## src/rtl/line_pkg.sv

```systemverilog
// Shared definitions for the line rasterizer.
package line_pkg;
    localparam int unsigned PAT_W = 16;

    typedef enum logic {
        ST_IDLE = 1'b0,
        ST_DRAW = 1'b1
    } draw_state_e;
endpackage

```

## src/rtl/line_setup.sv

```systemverilog
// Combinational request decode: deltas, dominant axis, direction check,
// accumulator seeds. Assumes unsigned coordinates of CW bits.
module line_setup #(
    parameter int unsigned CW = 12,
    localparam int unsigned EW = CW + 2
) (
    input  logic [CW-1:0]        x0_i,
    input  logic [CW-1:0]        y0_i,
    input  logic [CW-1:0]        x1_i,
    input  logic [CW-1:0]        y1_i,
    output logic                 backward_o,
    output logic                 major_is_x_o,
    output logic [CW-1:0]        major_len_o,
    output logic signed [EW-1:0] err_init_o,
    output logic signed [EW-1:0] two_min_o,
    output logic signed [EW-1:0] two_diff_o
);
    logic [CW-1:0]        dx, dy, minor;
    logic signed [EW-1:0] two_maj, maj_ext;

    // Derive deltas, the dominant axis and the accumulator constants.
    always_comb begin
        backward_o   = (x1_i < x0_i) || (y1_i < y0_i);
        dx           = x1_i - x0_i;
        dy           = y1_i - y0_i;
        major_is_x_o = (dx >= dy);
        major_len_o  = major_is_x_o ? dx : dy;
        minor        = major_is_x_o ? dy : dx;
        two_min_o    = signed'({1'b0, minor, 1'b0});
        two_maj      = signed'({1'b0, major_len_o, 1'b0});
        maj_ext      = signed'({2'b00, major_len_o});
        err_init_o   = two_min_o - maj_ext;
        two_diff_o   = two_min_o - two_maj;
    end
endmodule

```

## src/rtl/line_stepper.sv

```systemverilog
// Position and error accumulator. Loads a segment and moves one dominant
// step per advance. last_o flags the final pixel.
module line_stepper #(
    parameter int unsigned CW = 12,
    localparam int unsigned EW = CW + 2
) (
    input  logic                 clk,
    input  logic                 rst_n,
    input  logic                 load_i,
    input  logic                 adv_i,
    input  logic [CW-1:0]        x0_i,
    input  logic [CW-1:0]        y0_i,
    input  logic                 major_is_x_i,
    input  logic [CW-1:0]        major_len_i,
    input  logic signed [EW-1:0] err_init_i,
    input  logic signed [EW-1:0] two_min_i,
    input  logic signed [EW-1:0] two_diff_i,
    output logic [CW-1:0]        x_o,
    output logic [CW-1:0]        y_o,
    output logic                 last_o
);
    logic [CW-1:0]        x_q, y_q, rem_q;
    logic signed [EW-1:0] err_q, two_min_q, two_diff_q;
    logic                 mx_q, minor_step;

    assign minor_step = (err_q >= 0);

    // Capture a new segment or advance the current one.
    always_ff @(posedge clk) begin
        if (!rst_n) begin
            x_q        <= '0;
            y_q        <= '0;
            rem_q      <= '0;
            err_q      <= '0;
            two_min_q  <= '0;
            two_diff_q <= '0;
            mx_q       <= 1'b1;
        end else if (load_i) begin
            x_q        <= x0_i;
            y_q        <= y0_i;
            rem_q      <= major_len_i;
            err_q      <= err_init_i;
            two_min_q  <= two_min_i;
            two_diff_q <= two_diff_i;
            mx_q       <= major_is_x_i;
        end else if (adv_i) begin
            rem_q <= rem_q - 1'b1;
            err_q <= err_q + (minor_step ? two_diff_q : two_min_q);
            if (mx_q || minor_step) x_q <= x_q + 1'b1;
            if (!mx_q || minor_step) y_q <= y_q + 1'b1;
        end
    end

    assign x_o    = x_q;
    assign y_o    = y_q;
    assign last_o = (rem_q == '0);
endmodule

```

## src/rtl/line_pattern.sv

```systemverilog
// Dash mask sequencer: an index over the first LEN pattern bits that
// advances once per dominant step and wraps.
module line_pattern #(
    parameter int unsigned PW = line_pkg::PAT_W,
    localparam int unsigned IW = $clog2(PW)
) (
    input  logic          clk,
    input  logic          rst_n,
    input  logic          load_i,
    input  logic          adv_i,
    input  logic [PW-1:0] pattern_i,
    input  logic [IW-1:0] rep_len_i,
    output logic          we_o
);
    logic [PW-1:0] pat_q;
    logic [IW-1:0] last_q, idx_q;

    // Latch the mask and step the index with wrap at the repeat length.
    always_ff @(posedge clk) begin
        if (!rst_n) begin
            pat_q  <= '0;
            last_q <= '0;
            idx_q  <= '0;
        end else if (load_i) begin
            pat_q  <= pattern_i;
            last_q <= rep_len_i;
            idx_q  <= '0;
        end else if (adv_i) begin
            idx_q <= (idx_q == last_q) ? '0 : idx_q + 1'b1;
        end
    end

    assign we_o = pat_q[idx_q];
endmodule

```

## src/rtl/line_draw_engine.sv

```systemverilog
// Top of the line rasterizer. Accepts a request while idle, refuses
// backward segments, streams pixels under valid/ready and pulses done.
module line_draw_engine #(
    parameter int unsigned CW = 12,
    parameter int unsigned PW = line_pkg::PAT_W,
    localparam int unsigned IW = $clog2(PW),
    localparam int unsigned EW = CW + 2
) (
    input  logic          clk,
    input  logic          rst_n,
    input  logic          start_i,
    input  logic [CW-1:0] x0_i,
    input  logic [CW-1:0] y0_i,
    input  logic [CW-1:0] x1_i,
    input  logic [CW-1:0] y1_i,
    input  logic [PW-1:0] pattern_i,
    input  logic [IW-1:0] rep_len_i,
    input  logic          ready_i,
    output logic          busy_o,
    output logic          done_o,
    output logic          err_o,
    output logic          pix_valid_o,
    output logic [CW-1:0] pix_x_o,
    output logic [CW-1:0] pix_y_o,
    output logic          pix_we_o
);
    import line_pkg::*;

    draw_state_e          state_q;
    logic                 backward, major_is_x, last, load, adv;
    logic                 done_q, err_q;
    logic [CW-1:0]        major_len;
    logic signed [EW-1:0] err_init, two_min, two_diff;

    line_setup #(.CW(CW)) u_setup (
        .x0_i(x0_i), .y0_i(y0_i), .x1_i(x1_i), .y1_i(y1_i),
        .backward_o(backward), .major_is_x_o(major_is_x),
        .major_len_o(major_len), .err_init_o(err_init),
        .two_min_o(two_min), .two_diff_o(two_diff)
    );

    assign load = (state_q == ST_IDLE) && start_i && !backward;
    assign adv  = (state_q == ST_DRAW) && ready_i && !last;

    line_stepper #(.CW(CW)) u_step (
        .clk(clk), .rst_n(rst_n), .load_i(load), .adv_i(adv),
        .x0_i(x0_i), .y0_i(y0_i), .major_is_x_i(major_is_x),
        .major_len_i(major_len), .err_init_i(err_init),
        .two_min_i(two_min), .two_diff_i(two_diff),
        .x_o(pix_x_o), .y_o(pix_y_o), .last_o(last)
    );

    line_pattern #(.PW(PW)) u_pat (
        .clk(clk), .rst_n(rst_n), .load_i(load), .adv_i(adv),
        .pattern_i(pattern_i), .rep_len_i(rep_len_i), .we_o(pix_we_o)
    );

    // Control: take requests, finish segments, raise one-cycle flags.
    always_ff @(posedge clk) begin
        if (!rst_n) begin
            state_q <= ST_IDLE;
            done_q  <= 1'b0;
            err_q   <= 1'b0;
        end else begin
            done_q <= 1'b0;
            err_q  <= 1'b0;
            case (state_q)
                ST_IDLE: begin
                    if (start_i && backward) err_q <= 1'b1;
                    else if (start_i)        state_q <= ST_DRAW;
                end
                ST_DRAW: begin
                    if (ready_i && last) begin
                        state_q <= ST_IDLE;
                        done_q  <= 1'b1;
                    end
                end
                default: state_q <= ST_IDLE;
            endcase
        end
    end

    assign busy_o      = (state_q == ST_DRAW);
    assign pix_valid_o = busy_o;
    assign done_o      = done_q;
    assign err_o       = err_q;
endmodule

```

## config.mk

```make
export PLATFORM = sky130hd
export DESIGN_NAME = line_draw_engine
export DESIGN_NICKNAME = d
export VERILOG_FILES = /design/src/rtl/line_pkg.sv /design/src/rtl/line_setup.sv /design/src/rtl/line_stepper.sv /design/src/rtl/line_pattern.sv /design/src/rtl/line_draw_engine.sv
export SDC_FILE = /design/constraint.sdc
export NUM_CORES = 1
export LEC_CHECK = 0
export BUFFER_PORTS_ARGS = -buffer_cell sky130_fd_sc_hd__buf_2
export CELL_PAD_IN_SITES_DETAIL_PLACEMENT = 1
export CELL_PAD_IN_SITES_GLOBAL_PLACEMENT = 2
export CORE_MARGIN = 5
export CORE_UTILIZATION = 35
export DETAILED_ROUTE_END_ITERATION = 6
export HOLD_SLACK_MARGIN = 0.15
export PLACE_DENSITY = 0.85
export SYNTH_ARGS = -nofsm -noshare
export SYNTH_HDL_FRONTEND = slang
export SYNTH_SLANG_ARGS = --single-unit
```

## constraint.sdc

```tcl
create_clock -name clk -period 9.1 [get_ports clk]
set_clock_uncertainty 0.15 [all_clocks]
set_input_delay 0.455 -clock clk [delete_from_list [all_inputs] [get_ports clk]]
set_output_delay 0.455 -clock clk [all_outputs]
set_load 0.03 [all_outputs]
```

==> reports/metrics.yaml, run 1 <==
nFillCells: 2926
cts_setup_buffers: 0
clkTransAtPathRegs_ns: 0.08
finalInstanceArea_um2: 9410
drive_above_1_share_pct: 16.0
use_met2_pct: 34.6
die_w_um: 164
status: "finished, final reports clean"
r2r_end: "u_step.err_q[12]"
setup_viol: 0
fin_ws_ns: 2.01
hold_start: "pattern_i[8]"
cts.sinks: 102
grt.busiest_layer: "met2"
worst_hold_slack_ns: 0.166
report.final.slew_viol_count: 0
num_rows: 56
grt_pass1_wl_um: 43800
yosysSeqAreaShare_pct: 24.5
antenna_found_initial: 1
ant_nets: 0
grt_pass1_vias: 8293
cts_root_buffer: "clkbuf_16"
ys.warnings.count: 0
critPathRequiredTime_ns: 9.22
slew_headroom_pct: 31.5
antenna_cells: 0
groute.layer.met1.usage_pct: 26.8
async_flop_share_pct: 0
cellLeakagePower_nw: 3.93
avgSynthCellArea_um2: 7.78
cts_max_level: 3
max_freq_mhz: 141
place_inst: 1449
timing.final.crit_period_ns: 7.09
num_vias: 8059
startpoint_type: "input pin"
drt_first_pass_iters: 4
port_buffers: 100
synthCells: 1073
area_delta_synth_final_pct: 12.7
drtIter0Drc: 508
worst_hold_path.num_cells: 3
period_share_pct: 77.9
cts-hold-fix-buffers: 0
path_buf_inv: 4
syn-num-nets: 1207
cp_common_cell: "a21oi_1"
power.total_mw: 2.10
cts_tree: "built"
synth_seq_cells: 102
grt_max_degree: 74
routed_via_density: 5.50
crit_family: "compound AO/OA/AOI/OAI gates"
wire_per_inst_um: 18.5
tightest_slew_ns: 1.03
utilization_pct: 40.1
timing.max_cap.violations: 0
cts_resized: 0
final_nets: 1275
fp.coreArea_um2: 23500
detailedPlace.worstSlack_ns: 1.70
grt_use_met3_pct: 2.77
cts_buffers: 9
fin_cells: 1465
hp-class: "in2reg"
initial_core_util_pct: 35.5
ys.flop_type: "dfxtp_1"
critPathSlowestCell: "nor2_2"
power_density_nw_per_um2: 223
die_area_um2: 27000
hpwl_um: 20700
critical_path.max_stage_delay_ns: 0.79
fp.dieH_um: 164
reg2reg_depth: 13
hold_viol_final: 0
synth_area_leaders: "dfxtp_1, ha_1, xnor2_1"
tns_ns: 0
rsz0062_at_grt: "false"
cts_buffer_depth: 2
place.gp.congestion: 0.876
synth_edf_count: 0
synth_largest_area_cell: "dfxtp_1"
r2r_slack_ns: 5.48
grt-ovfl-total: 0
worstSetupPathType: "in2reg"
clock_latency_ns: 0.37
netlist_area_um2: 8340
totalWireLength_um: 27100
crit_arrival_ns: 7.21
max-vdd-ir-drop_uv: 112
drc_errors: 0
cp-end-kind: "flop"
synth_cell_types: 87
reg2reg_from: "u_step.err_q[13]"
place_area_um2: 9100
num_io_pins: 101
crit_fanout: 26
min_to: "u_pat.pat_q[8]"
track_usage_pct: 20.2
yosysTopAreaCellShare_pct: 24.5
[cell families (layout without fill, tap and decap cells)]
| logic type | Yosys count | count (layout) | synth area share, % |
|---|---|---|---|
| fa+ha+maj | 65 | 65 | 10.0 |
| simple gates | 382 | 382 | 21.4 |
| buf+inv | 115 | 188 | 5.71 |
| flops | 102 | 102 | 24.5 |
| mux | 31 | 31 | 4.69 |
| xor+xnor | 81 | 81 | 8.82 |
| compound gates | 297 | 297 | 24.9 |
[sequential cells by signal, summed over array words and instances (netlist names)]
signal and count:
u_pat.pat_q 16, u_step.err_q 13, u_step.two_diff_q 13, u_step.rem_q 12, u_step.two_min_q 12, u_step.x_o 12, u_step.y_o 12, u_pat.idx_q 4
u_pat.last_q 4, busy_o 1, done_o 1, err_o 1, u_step.mx_q 1
[Yosys cell counts, drive strengths merged, types with 15 or more instances]
master,instances
nand2,128
nor2,113
dfxtp,102
a21oi,82
a211oi,60
inv,60
ha,58
xnor2,55
o21ai,42
clkbuf,30
nand3,28
xor2,26
buf,25
nor3,21
a21o,16
mux2,15
nand4,15
[worst max path at each step]
stage | from | slack [ns] | end | cells after the start
finish | x0_i[2] | 2.01 | u_step.err_q[12] | 27
floorplan | x0_i[4] | 2.52 | u_step.err_q[12] | 31
global placement | x1_i[0] | 1.90 | u_step.err_q[12] | 28
detailed placement | x0_i[6] | 1.70 | u_step.err_q[12] | 27
global route | x0_i[2] | 1.28 | u_step.err_q[12] | 27
CTS | x0_i[6] | 2.04 | u_step.err_q[12] | 27
[placed cells by master, fill, tap and decap left out, drive strengths merged, types with 6 or more instances in the layout]
| master | count |
|---|---|
| a311oi | 6 |
| xor2 | 26 |
| a31oi | 9 |
| nor2 | 113 |
| nand3 | 28 |
| clkbuf | 9 |
| and3 | 11 |
| mux2i | 11 |
| a211oi | 60 |
| nor4 | 7 |
| a21o | 16 |
| or2 | 8 |
| nor2b | 8 |
| mux2 | 15 |
| o22ai | 7 |
| buf | 112 |
| nor3 | 21 |
| nand2b | 11 |
| nand4 | 15 |
| inv | 64 |
| xnor2 | 55 |
| or3 | 7 |
| a21oi | 82 |
| o21a | 9 |
| o21ai | 42 |
| nand2 | 128 |
| dfxtp | 102 |
| o211ai | 7 |
| ha | 58 |
[worst min-delay path: cells and delay by family]
family | cells | cell delay [ns]
and+or+nand+nor | 1 | 0.04
AOI/OAI and AO/OA | 1 | 0.05
buffers and inverters | 1 | 0.09
[layout make-up]
class                           count  area, um^2  area share, %
Clock buffer                        9         225           2.39
Clock inverter                      7        81.3          0.865
Inverter                           60         228           2.42
Multi-Input combinational cell    856        5840           62.1
Sequential cell                   102        2040           21.7
Tap cell                          319         399           4.24
Timing Repair Buffer              112         591           6.28
[metal layers]
| layer | up-vias | wire [um] | part of all wire, % |
|---|---|---|---|
| met2 | 117 | 13000 | 48 |
| li1 | 3992 | - | - |
| met4 | 0 | 396 | 1.5 |
| met1 | 3927 | 12800 | 47 |
| met5 | - | 0 | 0 |
| met3 | 23 | 927 | 3.4 |
[power breakdown]
part           internal [mW]  switching, mW
registers              0.478         0.0242
clock network          0.198          0.221
logic                  0.441          0.735
total                   1.12          0.981
Note: power is estimated with default switching activity, not from simulation.
==> run 2: changes to the inputs <==
--- a/config.mk
+++ b/config.mk
@@ -5,11 +5,12 @@
 export SDC_FILE = /design/constraint.sdc
 export NUM_CORES = 1
 export LEC_CHECK = 0
+export ABC_AREA = 1
 export BUFFER_PORTS_ARGS = -buffer_cell sky130_fd_sc_hd__buf_2
 export CELL_PAD_IN_SITES_DETAIL_PLACEMENT = 1
 export CELL_PAD_IN_SITES_GLOBAL_PLACEMENT = 2
 export CORE_MARGIN = 5
-export CORE_UTILIZATION = 35
+export CORE_UTILIZATION = 32
 export DETAILED_ROUTE_END_ITERATION = 6
 export HOLD_SLACK_MARGIN = 0.15
 export PLACE_DENSITY = 0.85
==> constraint.sdc (replaced) <==
create_clock -name clk -period 6.8 [get_ports clk]
set_clock_uncertainty 0.15 [all_clocks]
set_input_delay 0.34 -clock clk [delete_from_list [all_inputs] [get_ports clk]]
set_output_delay 0.34 -clock clk [all_outputs]
set_load 0.03 [all_outputs]
==> reports/metrics.yaml, run 2 <==
critPathSlowestCell: "dlygate4sd3_1"
cts_buffers: 9  # unchanged
tns_ns: 0  # unchanged
yosysMostFrequentCell: "nand2_1"
grt-ovfl-total: 0  # unchanged
hp-class: "in2reg"
tightest_slew_ns: 1.18  # +0.152 ns
num_io_pins: 101  # unchanged
clock_latency_ns: 0.36  # about the same
yosys-top-cells-count: "nand2_1, inv_1, o21ai_0"
drt_first_pass_iters: 5  # +1
cts_root_buffer: "clkbuf_16"
grt_pass1_vias: 9054  # +9.2%
cts_setup_buffers: 0  # unchanged
grt_max_degree: 42  # -43%
cts-hold-fix-buffers: 24  # +24
synth_area_leaders: "dfxtp_1, nand2_1, ha_1"
worst_hold_slack_ns: 0.161  # -0.00491 ns
fp.coreArea_um2: 26100  # +11%
crit_arrival_ns: 5.96  # -1.25 ns
die_w_um: 173  # +5.4%
power_density_nw_per_um2: 293  # +31%
synth_edf_count: 0  # unchanged
critPathRequiredTime_ns: 6.95  # -2.27 ns
cp-end-kind: "flop"
antenna_cells: 0  # unchanged
crit_fanout: 39  # +50%
cp_common_cell: "nand2_1"
antenna_found_initial: 0  # -1
drtIter0Drc: 573  # +13%
multiInputGateArea_um2: 5590  # -4.2%
synth_seq_cells: 102  # unchanged
worstSetupPathType: "in2reg"
timing.max_cap.violations: 0  # unchanged
grt_pass1_wl_um: 49900  # +14%
ys.flop_type: "dfxtp_1"
yosysTopAreaCellShare_pct: 23.9  # -0.56 points
max_freq_mhz: 172
async_flop_share_pct: 0  # unchanged
max-vdd-ir-drop_uv: 144  # +29%
hpwl_um: 25000  # +21%
seq_area_um2: 2040  # unchanged
startpoint_type: "input pin"
slew_headroom_pct: 20.4  # -11 points
syn-num-nets: 1483  # +23%
final_common_cell: "nand2_1"
die_area_um2: 30000  # +11%
cts.sinks: 102  # unchanged
rsz0062_at_grt: "false"
regMostFlops: "u_pat.pat_q"
hold_viol_final: 0  # unchanged
num_rows: 59  # +5.4%
nFillCells: 3484  # +19%
drc_errors: 0  # unchanged
wire_per_inst_um: 17.4  # -6.0%
avgSynthCellArea_um2: 6.33  # -19%
yosysSeqAreaShare_pct: 23.9  # -0.56 points
cts_max_level: 3  # unchanged
ys.warnings.count: 0  # unchanged
period_share_pct: 85.5
track_usage_pct: 20.4  # +0.26 points
setup_viol: 0  # unchanged
largest_reg_flops: 16  # unchanged
drive_above_1_share_pct: 12.0  # -4.0 points
place.gp.congestion: 0.899  # +2.7%
cellLeakagePower_nw: 4.88  # +24%
port_buffers: 100  # unchanged
status: "finished, final reports clean"
cts_resized: 0  # unchanged
synth_cell_types: 50  # -43%
netlist_area_um2: 8540  # +2.3%
totalWireLength_um: 31100  # +15%
layout_common_cells: "nand2_1, inv_1, o21ai_0, dfxtp_1, buf_2"
routed_via_density: 5.02  # -8.7%
final_nets: 1586  # +24%
report.final.slew_viol_count: 0  # unchanged
timing.final.crit_period_ns: 5.81
critical_path.max_stage_delay_ns: 0.52  # -0.27 ns
synth_largest_area_cell: "dfxtp_1"
synthCells: 1349  # +26%
initial_core_util_pct: 32.7  # -2.9 points
fp.dieH_um: 173  # +5.4%
area_delta_synth_final_pct: 15.2
cts_buffer_depth: 2  # unchanged
num_vias: 8998  # +12%
cts_tree: "built"
ant_nets: 0  # unchanged
clkTransAtPathRegs_ns: 0.08  # about the same
reg_top3: "u_pat.pat_q x16, u_step.err_q x13, u_step.two_diff_q x13"
run 2: per-stage QoR:
stage	area [um^2]	power (mW)	utilization [%]	cells	worst slack (ns)
CTS	9840	2.89	37.6	1791	1.07
global placement	9290	2.28	35.6	1752	1.38
global route	9840	3.10	37.6	1791	0.502
detailed placement	9290	2.31	35.6	1752	1.22
floorplan	8540	1.87	-	1349	2.40
finish	9840	2.88	37.6	1791	0.986
run 2: cells by family (layout without fill, tap and decap cells):
| family | after synthesis | in the layout | share of synthesized area, % |
|---|---|---|---|
| buffers and inverters | 221 | 328 | 10.6 |
| AOI/OAI and AO/OA | 252 | 252 | 17.0 |
| DFF | 102 | 102 | 23.9 |
| muxes | 1 | 1 | 0.117 |
| adders and majority gates | 62 | 62 | 9.44 |
| and+or+nand+nor | 649 | 649 | 32.6 |
| xor gates and xnor gates | 62 | 62 | 6.36 |
run 2: worst paths after layout:
kind,startpoint,end,slack [ns],cells past startpoint
worst max-delay path,x0_i[0],u_step.err_q[10],0.99,31
worst min-delay path,x0_i[10],u_step.x_o[10],0.16,3
worst max register to register,u_step.rem_q[2],u_step.rem_q[7],3.51,12
worst min register to register,u_step.two_diff_q[8],u_step.two_diff_q[8],0.31,2
run 2: power by group:
part	internal, mW	switching [mW]	total, mW
sequential	0.643	0.0382	0.682
combinational	0.522	1.12	1.65
clock	0.299	0.252	0.551
total	1.46	1.42	2.88
run 2: critical path: cells and delay by family:
kind                     cells  cell delay [ns]
AND/OR/NAND/NOR             15             1.88
AO/OA/AOI/OAI                6             1.34
adder cells (fa/ha/maj)      4             1.31
buffers and inverters        6             1.05
run 2: final cells by class:
cell class / instances / share of cell area (%)
Tap cell: 335 / 4.26
Multi-Input combinational cell: 1026 / 56.9
Clock buffer: 10 / 2.43
Timing Repair Buffer: 131 / 8.06
Inverter: 182 / 6.94
Sequential cell: 102 / 20.8
Clock inverter: 5 / 0.674
run 2: layer usage:
| layer | share of wire [%] | GRT usage, % |
|---|---|---|
| met5 | 0 | 0 |
| met4 | 2.0 | 5.22 |
| met3 | 3.2 | 2.12 |
| met2 | 46 | 33.8 |
| met1 | 49 | 28.5 |
==> run 3: changes to the inputs <==
--- a/config.mk
+++ b/config.mk
@@ -13,6 +13,7 @@
 export CORE_UTILIZATION = 32
 export DETAILED_ROUTE_END_ITERATION = 6
 export HOLD_SLACK_MARGIN = 0.15
+export MAX_ROUTING_LAYER = met4
 export PLACE_DENSITY = 0.85
 export SYNTH_ARGS = -nofsm -noshare
 export SYNTH_HDL_FRONTEND = slang
==> reports/metrics.yaml, run 3 (synthesis results as in run 2) <==
seq_area_um2: 2040  # unchanged
grt_max_degree: 42  # unchanged
tightest_slew_ns: 0.963  # -0.216 ns
tns_ns: 0  # unchanged
grt-ovfl-total: 0  # unchanged
ant_nets: 0  # unchanged
fin_ws_ns: 1.10  # +0.119 ns
finalInstanceArea_um2: 9820  # -0.20%
fp.coreArea_um2: 26100  # unchanged
hp-class: "in2reg"
num_vias: 9055  # +0.63%
area_delta_synth_final_pct: 15.0
fp.dieH_um: 173  # unchanged
layout_common_cells: "nand2_1, inv_1, o21ai_0, dfxtp_1, buf_2"
worst_hold_slack_ns: 0.199  # +0.0383 ns
cts_tree: "built"
critPathRequiredTime_ns: 6.91  # -0.04 ns
wire_per_inst_um: 17.4  # +0.33%
place_area_um2: 9280  # about the same
regMostFlops: "u_pat.pat_q"
crit_arrival_ns: 5.80  # -0.16 ns
setup_viol: 0  # unchanged
num_io_pins: 101  # unchanged
power_density_nw_per_um2: 290  # -1.1%
crit_fanout: 39  # unchanged
die_w_um: 173  # unchanged
report.final.slew_viol_count: 0  # unchanged
routed_via_density: 5.05  # +0.58%
critPathSlowestCell: "dlygate4sd3_1"
antenna_cells: 0  # unchanged
drt_first_pass_iters: 4  # -1
track_usage_pct: 21.0  # +0.63 points
reg_top3: "u_pat.pat_q x16, u_step.err_q x13, u_step.two_diff_q x13"
largest_reg_flops: 16  # unchanged
initial_core_util_pct: 32.7  # unchanged
multiInputGateArea_um2: 5590  # unchanged
drtIter0Drc: 448  # -22%
final_nets: 1586  # unchanged
clock_latency_ns: 0.36  # about the same
place.gp.congestion: 0.921  # +2.4%
r2r_slack_ns: 3.07  # -0.44 ns
hpwl_um: 24900  # -0.46%
timing.final.crit_period_ns: 5.70  # -0.119 ns
status: "finished, final reports clean"
port_buffers: 100  # unchanged
cp-end-kind: "flop"
die_area_um2: 30000  # unchanged
detailedPlace.worstSlack_ns: 1.29  # +0.0747 ns
cp_common_cell: "nand2_1"
timing.max_cap.violations: 0  # unchanged
cts_max_level: 3  # unchanged
period_share_pct: 83.8  # -1.8 points
antenna_found_initial: 0  # unchanged
grt_pass1_vias: 9186  # +1.5%
cellLeakagePower_nw: 4.87  # -0.37%
utilization_pct: 37.6  # -0.077 points
hold_viol_final: 0  # unchanged
worstSetupPathType: "in2reg"
reg2reg_depth: 12  # unchanged
cts_setup_buffers: 0  # unchanged
cts_root_buffer: "clkbuf_16"
clkTransAtPathRegs_ns: 0.08  # about the same
critical_path.max_stage_delay_ns: 0.52  # about the same
worst_hold_path.num_cells: 5  # +2
final_common_cell: "nand2_1"
drc_errors: 0  # unchanged
cts.sinks: 102  # unchanged
max_freq_mhz: 176  # +2.1%
max-vdd-ir-drop_uv: 143  # -0.89%
cts_buffer_depth: 2  # unchanged
slew_headroom_pct: 35.6  # +15 points
totalWireLength_um: 31200  # +0.38%
drive_above_1_share_pct: 11.9  # -0.077 points
startpoint_type: "input pin"
nFillCells: 3449  # -1.0%
num_rows: 59  # unchanged
rsz0062_at_grt: "false"
grt_pass1_wl_um: 50100  # +0.50%
cts_buffers: 9  # unchanged
[run 3: timing repair]
item / CTS / global route
hold buffers: 25 / 0
resized for setup: 0 / 0
hold endpoints to repair: 25 / 0
[run 3: metal layers]
| layer | share of wire [%] | vias up | global-route usage (%) |
|---|---|---|---|
| met1 | 49 | 4304 | 28.3 |
| met3 | 3.3 | 36 | 2.57 |
| met4 | 2.3 | 0 | 5.85 |
| met2 | 45 | 140 | 33.5 |
| li1 | - | 4575 | - |
| met5 | 0 | - | - |
[run 3: area by class of cell]
type | count | area share, %
timing repair buffer | 131 | 8.11
clock inverter | 6 | 0.548
tap | 335 | 4.27
clock buffer | 10 | 2.33
inverter | 182 | 6.96
multi-input combinational | 1026 | 57.0
sequential | 102 | 20.8
[run 3: path summary, 6_finish.rpt]
path / start / end
max: x0_i[0] / u_step.err_q[13]
min: x0_i[11] / u_step.x_o[11]
max reg2reg: u_step.rem_q[1] / u_step.x_o[3]
min reg2reg: u_step.two_diff_q[12] / u_step.two_diff_q[12]
[run 3: power by group]
group	internal, mW	switching (mW)
clock	0.256	0.264
combinational	0.521	1.12
sequential	0.643	0.0383
total	1.42	1.42
[run 3: stage by stage]
| stage | cells | power, mW |
|---|---|---|
| 5_1_grt | 1792 | 3.06 |
| 3_5_place_dp | 1751 | 2.31 |
| 3_3_place_gp | 1751 | 2.29 |
| 2_1_floorplan | 1349 | 1.87 |
| 6_report | 1792 | 2.84 |
| 4_1_cts | 1792 | 2.84 |
[run 3: worst max-delay path, delay by kind of cell]
kind / cells / cell delay (ns)
AOI/OAI and AO/OA: 3 / 0.35
adders and majority gates: 4 / 1.32
buffers and inverters: 4 / 0.83
and+or+nand+nor: 22 / 2.93
